## src/rtl/ext_bus_pkg.sv

```systemverilog
package ext_bus_pkg;
    typedef enum logic [1:0] {
        ST_IDLE  = 2'd0,
        ST_ADDR  = 2'd1,
        ST_DATA  = 2'd2,
        ST_RECOV = 2'd3
    } bus_state_e;
endpackage

```

## src/rtl/ext_bus_fsm.sv

```systemverilog
module ext_bus_fsm
    import ext_bus_pkg::*;
(
    input  logic       clk,
    input  logic       rst_n,
    input  logic       start,
    output bus_state_e state,
    output logic       as_n,
    output logic       ds_n,
    output logic       done,
    output logic       ready
);
    bus_state_e state_nx;

    always_comb begin
        state_nx = state;
        unique case (state)
            ST_IDLE:  if (start) state_nx = ST_ADDR;
            ST_ADDR:  state_nx = ST_DATA;
            ST_DATA:  state_nx = ST_RECOV;
            ST_RECOV: state_nx = ST_IDLE;
            default:  state_nx = ST_IDLE;
        endcase
    end

    always_ff @(posedge clk or negedge rst_n) begin
        if (!rst_n) state <= ST_IDLE;
        else        state <= state_nx;
    end

    always_comb begin
        as_n  = 1'b1;
        ds_n  = 1'b1;
        done  = 1'b0;
        ready = 1'b0;
        unique case (state)
            ST_IDLE:  ready = 1'b1;
            ST_ADDR:  as_n  = 1'b0;
            ST_DATA:  ds_n  = 1'b0;
            ST_RECOV: done  = 1'b1;
            default:  ready = 1'b0;
        endcase
    end

    // the data strobe follows the address strobe in the next clock
    a_r3_ds_after_as: assert property (@(posedge clk) disable iff (!rst_n)
        !as_n |=> !ds_n);
    // recovery after the data strobe, done only there
    a_r7_done_after_ds: assert property (@(posedge clk) disable iff (!rst_n)
        !ds_n |=> (as_n && ds_n && done));
    // back to idle after done
    a_r3_idle_after_done: assert property (@(posedge clk) disable iff (!rst_n)
        done |=> ready);
    // a start leads into the address phase
    a_r2_start_to_as: assert property (@(posedge clk) disable iff (!rst_n)
        start |=> !as_n);
endmodule

```

## src/rtl/ext_bus_dp.sv

```systemverilog
module ext_bus_dp
    import ext_bus_pkg::*;
#(
    parameter int ADDR_W = 16,
    parameter int DATA_W = 8
) (
    input  logic              clk,
    input  logic              rst_n,
    input  bus_state_e        state,
    input  logic              accept,
    input  logic              req_write,
    input  logic [ADDR_W-1:0] req_addr,
    input  logic [DATA_W-1:0] req_wdata,
    input  logic [DATA_W-1:0] ad_in,
    output logic              rw_n,
    output logic [ADDR_W-DATA_W-1:0] addr_hi,
    output logic [DATA_W-1:0] ad_out,
    output logic              ad_drive,
    output logic [DATA_W-1:0] rdata
);
    localparam int HI_W = ADDR_W - DATA_W;

    logic              cur_write;
    logic [ADDR_W-1:0] cur_addr;
    logic [DATA_W-1:0] cur_wdata;

    always_ff @(posedge clk or negedge rst_n) begin
        if (!rst_n) begin
            cur_write <= 1'b0;
            cur_addr  <= '0;
            cur_wdata <= '0;
        end else if (accept) begin
            cur_write <= req_write;
            cur_addr  <= req_addr;
            cur_wdata <= req_wdata;
        end
    end

    // read byte sampled at the edge that ends the data phase
    always_ff @(posedge clk or negedge rst_n) begin
        if (!rst_n)                               rdata <= '0;
        else if (state == ST_DATA && !cur_write)  rdata <= ad_in;
    end

    always_comb begin
        rw_n     = 1'b1;
        ad_out   = cur_wdata;
        ad_drive = 1'b0;
        unique case (state)
            ST_IDLE: ;
            ST_ADDR: begin
                rw_n     = !cur_write;
                ad_out   = cur_addr[DATA_W-1:0];
                ad_drive = 1'b1;
            end
            ST_DATA, ST_RECOV: begin
                rw_n     = !cur_write;
                ad_drive = cur_write;
            end
            default: ;
        endcase
    end

    assign addr_hi = cur_addr[ADDR_W-1:DATA_W];

    // high address byte held through data and recovery phases
    a_r4_hi_held: assert property (@(posedge clk) disable iff (!rst_n)
        (state == ST_DATA || state == ST_RECOV) |-> $stable(addr_hi));
    // direction held across a busy cycle
    a_r5_rw_held: assert property (@(posedge clk) disable iff (!rst_n)
        (state != ST_IDLE && $past(state) != ST_IDLE) |-> $stable(rw_n));
    // port driven in data phases only for writes
    a_r6_no_drive_on_read: assert property (@(posedge clk) disable iff (!rst_n)
        ad_drive |-> (state == ST_ADDR || !rw_n));
    // read byte changes only as done appears
    a_r7_rdata_moves_at_done: assert property (@(posedge clk) disable iff (!rst_n)
        !$stable(rdata) |-> state == ST_RECOV);
    initial begin
        assert (HI_W > 0) else $error("address must be wider than data");
    end
endmodule

```

## src/rtl/ext_bus_pad.sv

```systemverilog
module ext_bus_pad (
    input  logic float_en,
    input  logic ad_drive,
    output logic ad_oe,
    output logic bus_oe
);
    assign bus_oe = !float_en;
    assign ad_oe  = ad_drive && !float_en;
endmodule

```

## src/rtl/ext_bus_ctrl.sv

```systemverilog
module ext_bus_ctrl
    import ext_bus_pkg::*;
#(
    parameter int ADDR_W = 16,
    parameter int DATA_W = 8
) (
    input  logic              clk,
    input  logic              rst_n,
    input  logic              float_en,
    input  logic              req_valid,
    input  logic              req_write,
    input  logic [ADDR_W-1:0] req_addr,
    input  logic [DATA_W-1:0] req_wdata,
    output logic              req_ready,
    output logic              rsp_done,
    output logic [DATA_W-1:0] rsp_rdata,
    output logic              as_n,
    output logic              ds_n,
    output logic              rw_n,
    output logic [ADDR_W-DATA_W-1:0] addr_hi,
    output logic [DATA_W-1:0] ad_out,
    output logic              ad_oe,
    input  logic [DATA_W-1:0] ad_in,
    output logic              bus_oe
);
    bus_state_e state;
    logic       accept;
    logic       ad_drive;

    assign accept = req_valid && req_ready;

    ext_bus_fsm u_fsm (
        .clk   (clk),
        .rst_n (rst_n),
        .start (accept),
        .state (state),
        .as_n  (as_n),
        .ds_n  (ds_n),
        .done  (rsp_done),
        .ready (req_ready)
    );

    ext_bus_dp #(.ADDR_W(ADDR_W), .DATA_W(DATA_W)) u_dp (
        .clk       (clk),
        .rst_n     (rst_n),
        .state     (state),
        .accept    (accept),
        .req_write (req_write),
        .req_addr  (req_addr),
        .req_wdata (req_wdata),
        .ad_in     (ad_in),
        .rw_n      (rw_n),
        .addr_hi   (addr_hi),
        .ad_out    (ad_out),
        .ad_drive  (ad_drive),
        .rdata     (rsp_rdata)
    );

    ext_bus_pad u_pad (
        .float_en (float_en),
        .ad_drive (ad_drive),
        .ad_oe    (ad_oe),
        .bus_oe   (bus_oe)
    );

    // floating pins never drive the port
    a_r8_float_quiet: assert property (@(posedge clk) disable iff (!rst_n)
        float_en |-> (!ad_oe && !bus_oe));
    // busy means not ready
    a_r2_busy_not_ready: assert property (@(posedge clk) disable iff (!rst_n)
        (!as_n || !ds_n || rsp_done) |-> !req_ready);
endmodule

```

## config.mk

```make
export PLATFORM = sky130hd
export DESIGN_NAME = ext_bus_ctrl
export DESIGN_NICKNAME = d
export VERILOG_FILES = /design/src/rtl/ext_bus_pkg.sv /design/src/rtl/ext_bus_fsm.sv /design/src/rtl/ext_bus_dp.sv /design/src/rtl/ext_bus_pad.sv /design/src/rtl/ext_bus_ctrl.sv
export SDC_FILE = /design/constraint.sdc
export NUM_CORES = 1
export LEC_CHECK = 0
export ABC_CLOCK_PERIOD_IN_PS = 4200
export BUFFER_PORTS_ARGS = -buffer_cell sky130_fd_sc_hd__buf_2
export CORE_MARGIN = 4
export CORE_UTILIZATION = 30
export DETAILED_ROUTE_END_ITERATION = 6
export HOLD_SLACK_MARGIN = 0.05
export MAX_ROUTING_LAYER = met4
export PLACE_DENSITY_LB_ADDON = 0.3
export SETUP_SLACK_MARGIN = 0.2
export SYNTH_ARGS = -nofsm -noshare
export SYNTH_HDL_FRONTEND = slang
export SYNTH_HIERARCHICAL = 1
export SYNTH_SLANG_ARGS = --single-unit
```

## constraint.sdc

```tcl
create_clock -name clk -period 4.2 [get_ports clk]
set_clock_uncertainty 0.2 [all_clocks]
set_input_delay 0.63 -clock clk [delete_from_list [all_inputs] [get_ports clk]]
set_output_delay 0.63 -clock clk [all_outputs]
set_load 0.01 [all_outputs]
```

==> results of run 1 <==
==> layout by cell type, fill, tap and decap left out, types with 5 or more instances in the layout <==
cell type and instances:
dfrtp_1 35, inv_1 5, clkbuf_8 5, mux2_2 41, buf_2 67, ha_1 5
==> power by group through the flow <==
stage                     logic, mW  clock network (mW)  registers, mW
after floorplan               0.534                   0          0.616
after global placement        0.717                   0          0.606
after detailed placement      0.744                   0          0.621
after CTS                     0.746               0.224          0.614
after global routing          0.798               0.240          0.637
final                         0.727               0.215          0.610
==> cells by family after synthesis <==
logic type	Yosys count
AO/OA/AOI/OAI	2
adder cells (fa/ha/maj)	5
buffers and inverters	17
flip-flops	35
multiplexers	43
AND/OR/NAND/NOR	6
==> how the worst max path moves through the flow <==
| stage | endpoint | depth (start not counted) | slack (ns) |
|---|---|---|---|
| floorplan | u_dp/cur_addr[0] | 6 | 2.16 |
| global placement | u_dp/cur_wdata[2] | 4 | 1.78 |
| detailed placement | u_dp/cur_addr[6] | 4 | 1.62 |
| CTS | ad_out[0] | 3 | 1.59 |
| global route | u_dp/cur_addr[8] | 4 | 1.48 |
| finish | ad_out[7] | 3 | 1.62 |
==> worst reg2reg max path, cell delays in order, from the launching register on <==
cell and delay [ns]:
dfrtp_1 0.45, inv_1 0.16, ha_1 0.21, and2_1 0.96, mux2_2 0.43
==> cell usage after synthesis <==
master,instances
nor3b_4,1
nor2b_4,1
mux2_4,1
buf_2,4
a21o_1,1
ha_1,5
buf_4,8
mux2_2,41
o21ai_0,1
and2_1,1
and2b_1,1
nor2_1,1
nor2b_1,1
dfrtp_1,35
inv_1,5
mux2i_1,1
==> area by class of cell <==
| cell class | count | area share (%) |
|---|---|---|
| Timing Repair Buffer | 67 | 16.7 |
| Sequential cell | 35 | 43.6 |
| Clock buffer | 6 | 3.61 |
| Inverter | 5 | 0.935 |
| Tap cell | 70 | 4.36 |
| Multi-Input combinational cell | 56 | 30.8 |
==> metrics by stage <==
step | util, % | hold WS [ns]
final | 39.1 | 0.222
after global routing | 39.1 | 0.295
after CTS | 39.1 | 0.255
after detailed placement | 37.7 | 0.292
after global placement | 37.7 | 0.283
after floorplan | - | 0.134
==> flip-flops by register name (all words and copies together) (netlist names) <==
name            flops
u_dp/rdata          8
u_dp/cur_addr      16
u_fsm/state         2
u_dp/cur_write      1
u_dp/cur_wdata      8
==> per-layer routing <==
layer | vias up | part of all wire, % | GRT usage [%]
li1 | 480 | - | -
met1 | 470 | 41 | 12.5
met2 | 58 | 46 | 17.5
met3 | 2 | 12 | 4.55
met4 | 0 | 0.47 | 2.53
met5 | - | 0 | -
==> flow_summary.json, run 1 <==
{
  "slew_headroom_pct": 18.2,
  "place_ws_ns": 1.62,
  "multiInputGateArea_um2": 618,
  "grt_pass1_wl_um": 5070,
  "start_kind": "register",
  "ys_warn_count": 6,
  "ys_seq_area_share_pct": 55.0,
  "crit_start": "u_fsm/state[1]",
  "fin_nets": 212,
  "muxShareOfSynthArea_pct": 30.6,
  "synth_top_family_by_area": "multiplexers",
  "clockBufferDepth": 2,
  "syn_inst": 108,
  "seq_power_share_pct": 39.3,
  "fmax_ghz": 0.388,
  "syn_nets": 150,
  "maxCapViolCount": 0,
  "setup_viol": 0,
  "ys_ff_latch": 35,
  "setup_slack_ns": 1.62,
  "r2r_start": "u_fsm/state[0]",
  "power.clock.fraction_pct": 13.8,
  "htree_levels": 2,
  "worstSkewPairLatency_ns": 0.27,
  "crit_fanout": 9,
  "drc": 0,
  "drive_gt1_share_pct": 68.6,
  "internal_power_mw": 1.03,
  "cp_cell_sequence": "and2b_1, mux2_2, buf_2",
  "overflow": 0,
  "synth_top_area_share_pct": 55.0,
  "reg2regPathDepth": 4,
  "post-cts-setup-buffers": 0,
  "die_y_um": 80.9,
  "holdCritPathClass": "in2async",
  "synth_top_area_cell": "dfrtp_1",
  "regArea_um2": 876,
  "grt_max_degree": 36,
  "post-route-period-util_pct": 61.3,
  "rsz0062_at_grt": "no",
  "die_w_um": 80.9,
  "crit_arrival_ns": 1.75,
  "maxSlewViolCount": 0,
  "start_util_pct": 31.0,
  "combPwrFrac_pct": 46.9,
  "worstPathRequired_ns": 3.37,
  "antenna_found_initial": 0,
  "io_pins": 68,
  "finalNonFillerCells": 239,
  "grt_pass1_vias": 1081,
  "ir_drop_uv": 279,
  "final_area_mm2": 0.00201,
  "power.density_mw_per_mm2": 773,
  "final-hold-violation-count": 0,
  "finalPower_mw": 1.55,
  "drt_wl_total_um": 3170,
  "synth_area_leaders": "dfrtp_1 55%, mux2_2 29%, ha_1 3.9%, buf_4 3.8%, buf_2 1.3%",
  "wl_per_cell_um": 13.3,
  "gp_congestion": 0.712,
  "io_buffer_count": 67,
  "synthSimpleGateAreaFrac_pct": 3.53,
  "gr-usage-all-layers_pct": 10.8,
  "rows": 26,
  "status": "completed",
  "detail-route-antenna-nets": 0,
  "post-dp-hpwl_um": 2480,
  "critical_path_class": "reg2out",
  "antennaDiodeCount": 0,
  "clock-sinks": 35,
  "synth-xor-area-share_pct": 0,
  "drt-initial-drc-count": 30,
  "power_switching_uw": 521,
  "crit_path_top_delay_cell": "and2b_1",
  "tns_ns": 0,
  "ys_types": 16,
  "syn_to_final_growth_pct": 26.1,
  "cts_made_buffers": 5,
  "power_leakage_nw": 0.972,
  "rr_endpoint": "u_dp/cur_wdata[6]",
  "core-area_mm2": 0.00514,
  "synth_adder_area_share_pct": 3.93,
  "via_per_inst": 4.23,
  "critPathTopFamily": "simple AND/OR/NAND/NOR gates",
  "die_area_mm2": 0.00654,
  "synth_area_mm2": 0.00159,
  "postCtsHoldBufs": 0,
  "r2r_slack_ns": 1.68,
  "cp-end-kind": "primary output",
  "swShare_pct": 33.5,
  "dpl_cell_area_mm2": 0.00194,
  "tightest_slew_ns": 1.23,
  "critPathMaxStageDelay_ns": 0.49,
  "fillers": 509,
  "vias": 1010,
  "cts_resized": 0,
  "dp.cells": 233,
  "cts_tree": "built",
  "critPathBufInv": 1,
  "dr.pass1.iters": 4,
  "cts.clk_slew.worst_paths_ns": 0.06,
  "cts-root-buf": "clkbuf_8",
  "synth_compound_area_share_pct": 0.786,
  "min_period_ns": 2.58,
  "syn_area_per_cell_um2": 14.7
}
No activity file was read; power rests on OpenSTA's default activity.
==> inputs of run 2 (changes only) <==
--- a/config.mk
+++ b/config.mk
@@ -5,7 +5,8 @@
 export SDC_FILE = /design/constraint.sdc
 export NUM_CORES = 1
 export LEC_CHECK = 0
-export ABC_CLOCK_PERIOD_IN_PS = 4200
+export ABC_AREA = 1
+export ABC_CLOCK_PERIOD_IN_PS = 2600
 export BUFFER_PORTS_ARGS = -buffer_cell sky130_fd_sc_hd__buf_2
 export CORE_MARGIN = 4
 export CORE_UTILIZATION = 30
==> constraint.sdc (replaced) <==
create_clock -name clk -period 2.6 [get_ports clk]
set_clock_uncertainty 0.2 [all_clocks]
set_input_delay 0.39 -clock clk [delete_from_list [all_inputs] [get_ports clk]]
set_output_delay 0.39 -clock clk [all_outputs]
set_load 0.01 [all_outputs]
==> run 2 against run 1 <==
Net effect: final cell count grew 38%; highest routed layer unchanged; worst setup slack got worse by 1.1 ns; sequential power rose by 54%; worst hold slack worse by 0.11 ns; sequential cell count did not move; design area rose by 6.5%; combinational power up 69%; largest power group unchanged; die area up 5.9%; utilization decreased by 0.22 points; largest cell class unchanged.
==> flow_summary.json, run 2 <==
{
  "synth_common_cells": "54 x nand2_1, 35 x dfrtp_1, 34 x inv_1, 27 x o21ai_0, 9 x buf_4",
  "synth_flop_cell": "dfrtp_1",
  "rows": 27,
  "synth_edf_count": 0,
  "syn_area_per_cell_um2": 8.66,
  "final-hold-violation-count": 0,
  "power.density_mw_per_mm2": 1190,
  "ys_warn_count": 6,
  "clock-sinks": 35,
  "place_ws_ns": 0.803,
  "post-cts-setup-buffers": 0,
  "synth_top_family_by_area": "simple AND/OR/NAND/NOR gates",
  "worstSkewPairLatency_ns": 0.27,
  "worstPathRequired_ns": 2.01,
  "antenna_found_initial": 0,
  "vias": 1388,
  "wl_per_cell_um": 11.0,
  "syn_nets": 238,
  "muxShareOfSynthArea_pct": 0,
  "finalNonFillerCells": 329,
  "maxCapViolCount": 0,
  "synth_adder_area_share_pct": 3.68,
  "fmax_ghz": 0.483,
  "gr-usage-all-layers_pct": 11.0,
  "cts_tree": "built",
  "rsz0062_at_grt": "no",
  "io_buffer_count": 67,
  "critPathMaxStageDelay_ns": 0.32,
  "final_common_cell": "buf_2",
  "grt_max_degree": 52,
  "synth_most_common_cell": "nand2_1",
  "synthSimpleGateAreaFrac_pct": 18.3,
  "slew_headroom_pct": 47.3,
  "syn_to_final_growth_pct": 26.0,
  "overflow": 0,
  "largest_reg_flops": 16,
  "grt_pass1_wl_um": 6080,
  "syn_inst": 196,
  "die_area_mm2": 0.00693,
  "power_switching_mw": 1.06,
  "seq_power_share_pct": 36.8,
  "start_util_pct": 30.8,
  "drt-initial-drc-count": 45,
  "setup_slack_ns": 0.528,
  "start_kind": "register",
  "core-area_mm2": 0.00551,
  "holdCritPathClass": "in2reg",
  "ys_seq_area_share_pct": 51.6,
  "dp.cells": 321,
  "io_pins": 68,
  "postCtsHoldBufs": 1,
  "tns_ns": 0,
  "min_period_ns": 2.07,
  "internal_power_mw": 1.49,
  "power_leakage_nw": 1.16,
  "cts.clk_slew.worst_paths_ns": 0.07,
  "htree_levels": 2,
  "swShare_pct": 41.7,
  "crit_path_top_delay_cell": "dfrtp_1",
  "post-dp-hpwl_um": 2600,
  "fin_nets": 299,
  "cp-end-kind": "primary output",
  "drc": 0,
  "final_cell_mix": "67 x buf_2, 54 x nand2_1, 35 x dfrtp_1, 34 x inv_1, 27 x o21ai_0",
  "crit_arrival_ns": 1.48,
  "cts_resized": 0,
  "synth_compound_area_share_pct": 12.1,
  "detail-route-antenna-nets": 0,
  "crit_top_cell": "inv_1",
  "cp_cell_sequence": "buf_4, inv_1, nand2_4, o21ai_0, inv_1, nor2_2, buf_2",
  "maxSlewViolCount": 0,
  "drt_wl_total_um": 3600,
  "tightest_slew_ns": 0.791,
  "die_y_um": 83.2,
  "ys_ff_latch": 35,
  "status": "completed",
  "synth_area_leaders": "dfrtp_1 52%, nand2_1 12%, o21ai_0 8.0%, inv_1 7.5%, o21ai_2 4.1%",
  "dr.pass1.iters": 4,
  "power.clock.fraction_pct": 15.2,
  "ir_drop_uv": 489,
  "setup_viol": 0,
  "post-route-period-util_pct": 79.7,
  "via_per_inst": 4.22,
  "drive_gt1_share_pct": 35.4,
  "largest_register": "u_dp/cur_addr",
  "ys_types": 17,
  "synth_area_mm2": 0.00170,
  "synth_top_area_cell": "dfrtp_1",
  "async_reset_ff_share_pct": 100,
  "crit_fanout": 17,
  "antennaDiodeCount": 0,
  "combPwrFrac_pct": 48.0,
  "synth_top_area_share_pct": 51.6,
  "top_regs": "u_dp/cur_addr: 16 flops, u_dp/cur_wdata: 8 flops, u_dp/rdata: 8 flops",
  "cts_made_buffers": 5,
  "grt_pass1_vias": 1340,
  "die_w_um": 83.2,
  "cts-root-buf": "clkbuf_8",
  "synth-xor-area-share_pct": 0,
  "clockBufferDepth": 2,
  "gp_congestion": 0.783,
  "critical_path_class": "reg2out"
}
[run 2: changes by cell type in the layout (fill, tap and decap cells not counted), moves of 2 or more]
cell | previous run | this run
nand2_1 | 0 | 54
mux2_2 | 41 | 0
inv_1 | 5 | 34
o21ai_0 | 1 | 27
nand4_1 | 0 | 8
o21ai_2 | 0 | 8
inv_2 | 0 | 2
nand2_2 | 0 | 2
nand3_1 | 0 | 2
[run 2: cell families (layout without fill, tap and decap cells)]
logic type | after synthesis | after routing
compound gates | 35 | 35
fa+ha+maj | 5 | 5
buf+inv | 52 | 113
flops | 35 | 35
simple gates | 69 | 69
[run 2: critical path, delay by kind of cell (launching register included)]
kind / cells / cell delay [ns]
flops: 1 / 0.32
buf+inv: 4 / 0.50
compound gates: 1 / 0.14
simple gates: 2 / 0.24
[run 2: path summary, 6_finish.rpt]
| check | cells past startpoint | to | slack [ns] | from |
|---|---|---|---|---|
| worst max-delay path | 7 | ad_oe | 0.53 | u_fsm/state[1] |
| worst min-delay path | 3 | u_dp/cur_addr[4] | 0.11 | req_addr[4] |
| worst max register to register | 9 | u_fsm/state[0] | 0.81 | u_fsm/state[0] |
| worst min register to register | 2 | u_dp/rdata[6] | 0.26 | u_dp/rdata[6] |
| max in group asynchronous | 2 | u_dp/cur_wdata[1] | 1.17 | rst_n |
| min in group asynchronous | 2 | u_dp/rdata[7] | 0.53 | rst_n |
[run 2: per-layer routing]
layer	vias up	part of all wire [%]	track usage [%]
li1	718	-	-
met1	623	47	13.5
met2	45	45	17.0
met3	2	7.4	4.27
met4	0	0.50	3.12
met5	-	0	-
[run 2: final cells by class]
cell class / instances / area, µm²
Sequential cell: 35 / 876
Clock inverter: 1 / 5.00
Inverter: 36 / 135
Fill cell: 572 / 3370
Clock buffer: 6 / 82.6
Tap cell: 72 / 90.1
Timing Repair Buffer: 70 / 373
Multi-Input combinational cell: 109 / 578
[run 2: power by group through the flow]
| stage | sequential [mW] | clock (mW) | combinational, mW |
|---|---|---|---|
| after floorplan | 0.969 | 0 | 0.883 |
| after global placement | 0.944 | 0 | 1.23 |
| after detailed placement | 0.951 | 0 | 1.25 |
| after CTS | 0.942 | 0.410 | 1.25 |
| after global routing | 0.978 | 0.429 | 1.39 |
| final | 0.940 | 0.387 | 1.23 |
[run 2: through the flow]
step                      util, %  power [mW]  hold slack [ns]  area (µm²)
final                        38.9        2.55            0.109        2140
after CTS                    38.9        2.61            0.100        2140
after detailed placement     37.1        2.20            0.254        2040
after floorplan                 -        1.85           -0.106        1700
after global placement       37.1        2.18            0.251        2040
after global routing         38.9        2.80            0.110        2140
==> inputs of run 3 (changes only) <==
--- a/config.mk
+++ b/config.mk
@@ -6,7 +6,7 @@
 export NUM_CORES = 1
 export LEC_CHECK = 0
 export ABC_AREA = 1
-export ABC_CLOCK_PERIOD_IN_PS = 2600
+export ABC_CLOCK_PERIOD_IN_PS = 2000
 export BUFFER_PORTS_ARGS = -buffer_cell sky130_fd_sc_hd__buf_2
 export CORE_MARGIN = 4
 export CORE_UTILIZATION = 30
==> constraint.sdc (replaced) <==
create_clock -name clk -period 2 [get_ports clk]
set_clock_uncertainty 0.2 [all_clocks]
set_input_delay 0.3 -clock clk [delete_from_list [all_inputs] [get_ports clk]]
set_output_delay 0.3 -clock clk [all_outputs]
set_load 0.01 [all_outputs]
==> run 3 against run 2 <==
Net effect: die area unchanged; first-iteration DRC count decreased by 13%; wire length is 10% higher; critical endpoint is now ds_n; largest cell class unchanged; largest power group unchanged.
==> flow_summary.json, run 3 (same netlist as run 2, synthesis figures left out) <==
{
  "drc": 0,
  "cp-end-kind": "primary output",
  "drive_gt1_share_pct": 35.4,
  "via_per_inst": 4.16,
  "top_regs": "u_dp/cur_addr: 16 flops, u_dp/cur_wdata: 8 flops, u_dp/rdata: 8 flops",
  "power_leakage_nw": 1.30,
  "core-area_mm2": 0.00551,
  "fin_nets": 329,
  "vias": 1499,
  "cts.clk_slew.worst_paths_ns": 0.07,
  "dr.pass1.iters": 4,
  "gp_congestion": 0.774,
  "wl_met2_um": 1860,
  "critPathMaxStageDelay_ns": 0.41,
  "tns_ns": 0,
  "antenna_found_initial": 0,
  "final_cell_mix": "67 x buf_2, 54 x nand2_1, 34 x dfrtp_1, 31 x inv_1",
  "multiInputGateArea_um2": 603,
  "clockBufferDepth": 2,
  "wl_met3_um": 297,
  "htree_levels": 2,
  "status": "completed",
  "fillers": 553,
  "crit_path_top_delay_cell": "dfrtp_1",
  "ir_drop_uv": 571,
  "final-hold-violation-count": 0,
  "detail-route-antenna-nets": 0,
  "post-dp-hpwl_um": 2650,
  "power.density_mw_per_mm2": 1430,
  "worstPathRequired_ns": 1.50,
  "io_buffer_count": 67,
  "die_area_mm2": 0.00693,
  "fmax_ghz": 0.569,
  "maxCapViolCount": 0,
  "finalPower_mw": 3.56,
  "dpl_cell_area_mm2": 0.00206,
  "io_pins": 68,
  "final_core_util_pct": 45.1,
  "cts-root-buf": "clkbuf_8",
  "cts_tree": "built",
  "final_common_cell": "buf_2",
  "die_w_um": 83.2,
  "rows": 27,
  "gr-usage-all-layers_pct": 12.4,
  "die_y_um": 83.2,
  "crit_arrival_ns": 1.26,
  "clock-sinks": 35,
  "slew_headroom_pct": 61.9,
  "grt_max_degree": 52,
  "regArea_um2": 877,
  "setup_viol": 0,
  "rsz0062_at_grt": "yes",
  "drt-initial-drc-count": 39,
  "largest_register": "u_dp/cur_addr",
  "start_kind": "register",
  "wl_per_cell_um": 11.0,
  "grt_pass1_vias": 1489,
  "cts_made_buffers": 5,
  "syn_to_final_growth_pct": 46.3,
  "maxSlewViolCount": 0,
  "antennaDiodeCount": 0,
  "min_period_ns": 1.76,
  "drt-met1-wl_um": 1740,
  "critical_path_class": "reg2out",
  "crit_fanout": 13,
  "cp_cell_sequence": "buf_4, ha_1, inv_1, buf_2",
  "final_area_mm2": 0.00248,
  "worstSkewPairLatency_ns": 0.28,
  "post-route-period-util_pct": 87.9,
  "largest_reg_flops": 16,
  "top_layer_used": "met4",
  "drt_wl_total_um": 3970,
  "tightest_slew_ns": 0.572,
  "fin_hold_ws_ns": 0.0716,
  "holdCritPathClass": "in2reg",
  "overflow": 0,
  "start_util_pct": 30.8,
  "grt_pass1_wl_um": 6810
}
==> run 3: cell count changes in the layout (fill, tap and decap cells not counted), moves of 3 or more <==
cell,delta
buf_4,+4
dlygate4sd3_1,+25
inv_1,-3
inv_2,+3
==> run 3: layer usage <==
layer / GRT usage [%] / vias to the layer above
li1: - / 777
met1: 14.0 / 664
met2: 20.0 / 50
met3: 4.27 / 8
met4: 5.35 / 0
met5: - / -
==> run 3: power breakdown <==
part	internal, mW	switching (mW)
Sequential	1.06	0.177
Clock	0.314	0.236
Combinational	0.731	1.04
Total	2.10	1.46
==> run 3: what timing repair did <==
item                       in CTS  in global routing
hold buffers                   26                  0
hold endpoints to repair       49                  0
setup buffers                   0                  2
pin swaps                       1                  1
gates resized for setup         4                  5
cloned                          0                  1
setup endpoints to repair      12                 17
==> run 3: path summary, 6_finish.rpt <==
check	to	depth (start not counted)	slack (ns)	start
max reg2reg	u_fsm/state[1]	9	0.42	u_fsm/state[0]
min	u_dp/rdata[1]	3	0.07	ad_in[1]
max	ds_n	4	0.24	u_fsm/state[1]
min reg2reg	u_dp/rdata[4]	2	0.27	u_dp/rdata[4]
min in group asynchronous	u_dp/rdata[1]	2	0.36	rst_n
max in group asynchronous	u_dp/rdata[0]	3	0.68	rst_n
==> run 3: cell type report <==
cell class	count	share of cell area, %
Clock buffer	8	4.03
Inverter	36	5.44
Multi-Input combinational cell	109	24.3
Sequential cell	35	35.3
Tap cell	72	3.63
Timing Repair Buffer	100	27.3
==> run 3: stage by stage <==
step	cells	worst slack, ns
floorplan	196	0.365
global placement	323	0.272
detailed placement	323	0.208
CTS	357	0.179
global route	360	0.154
finish	360	0.243
==> run 3: worst max-delay path: cells and delay by family (launching register included) <==
family                     cells  cell delay, ns
DFF                            1            0.41
buffers and inverters          3            0.38
adders and majority gates      1            0.19
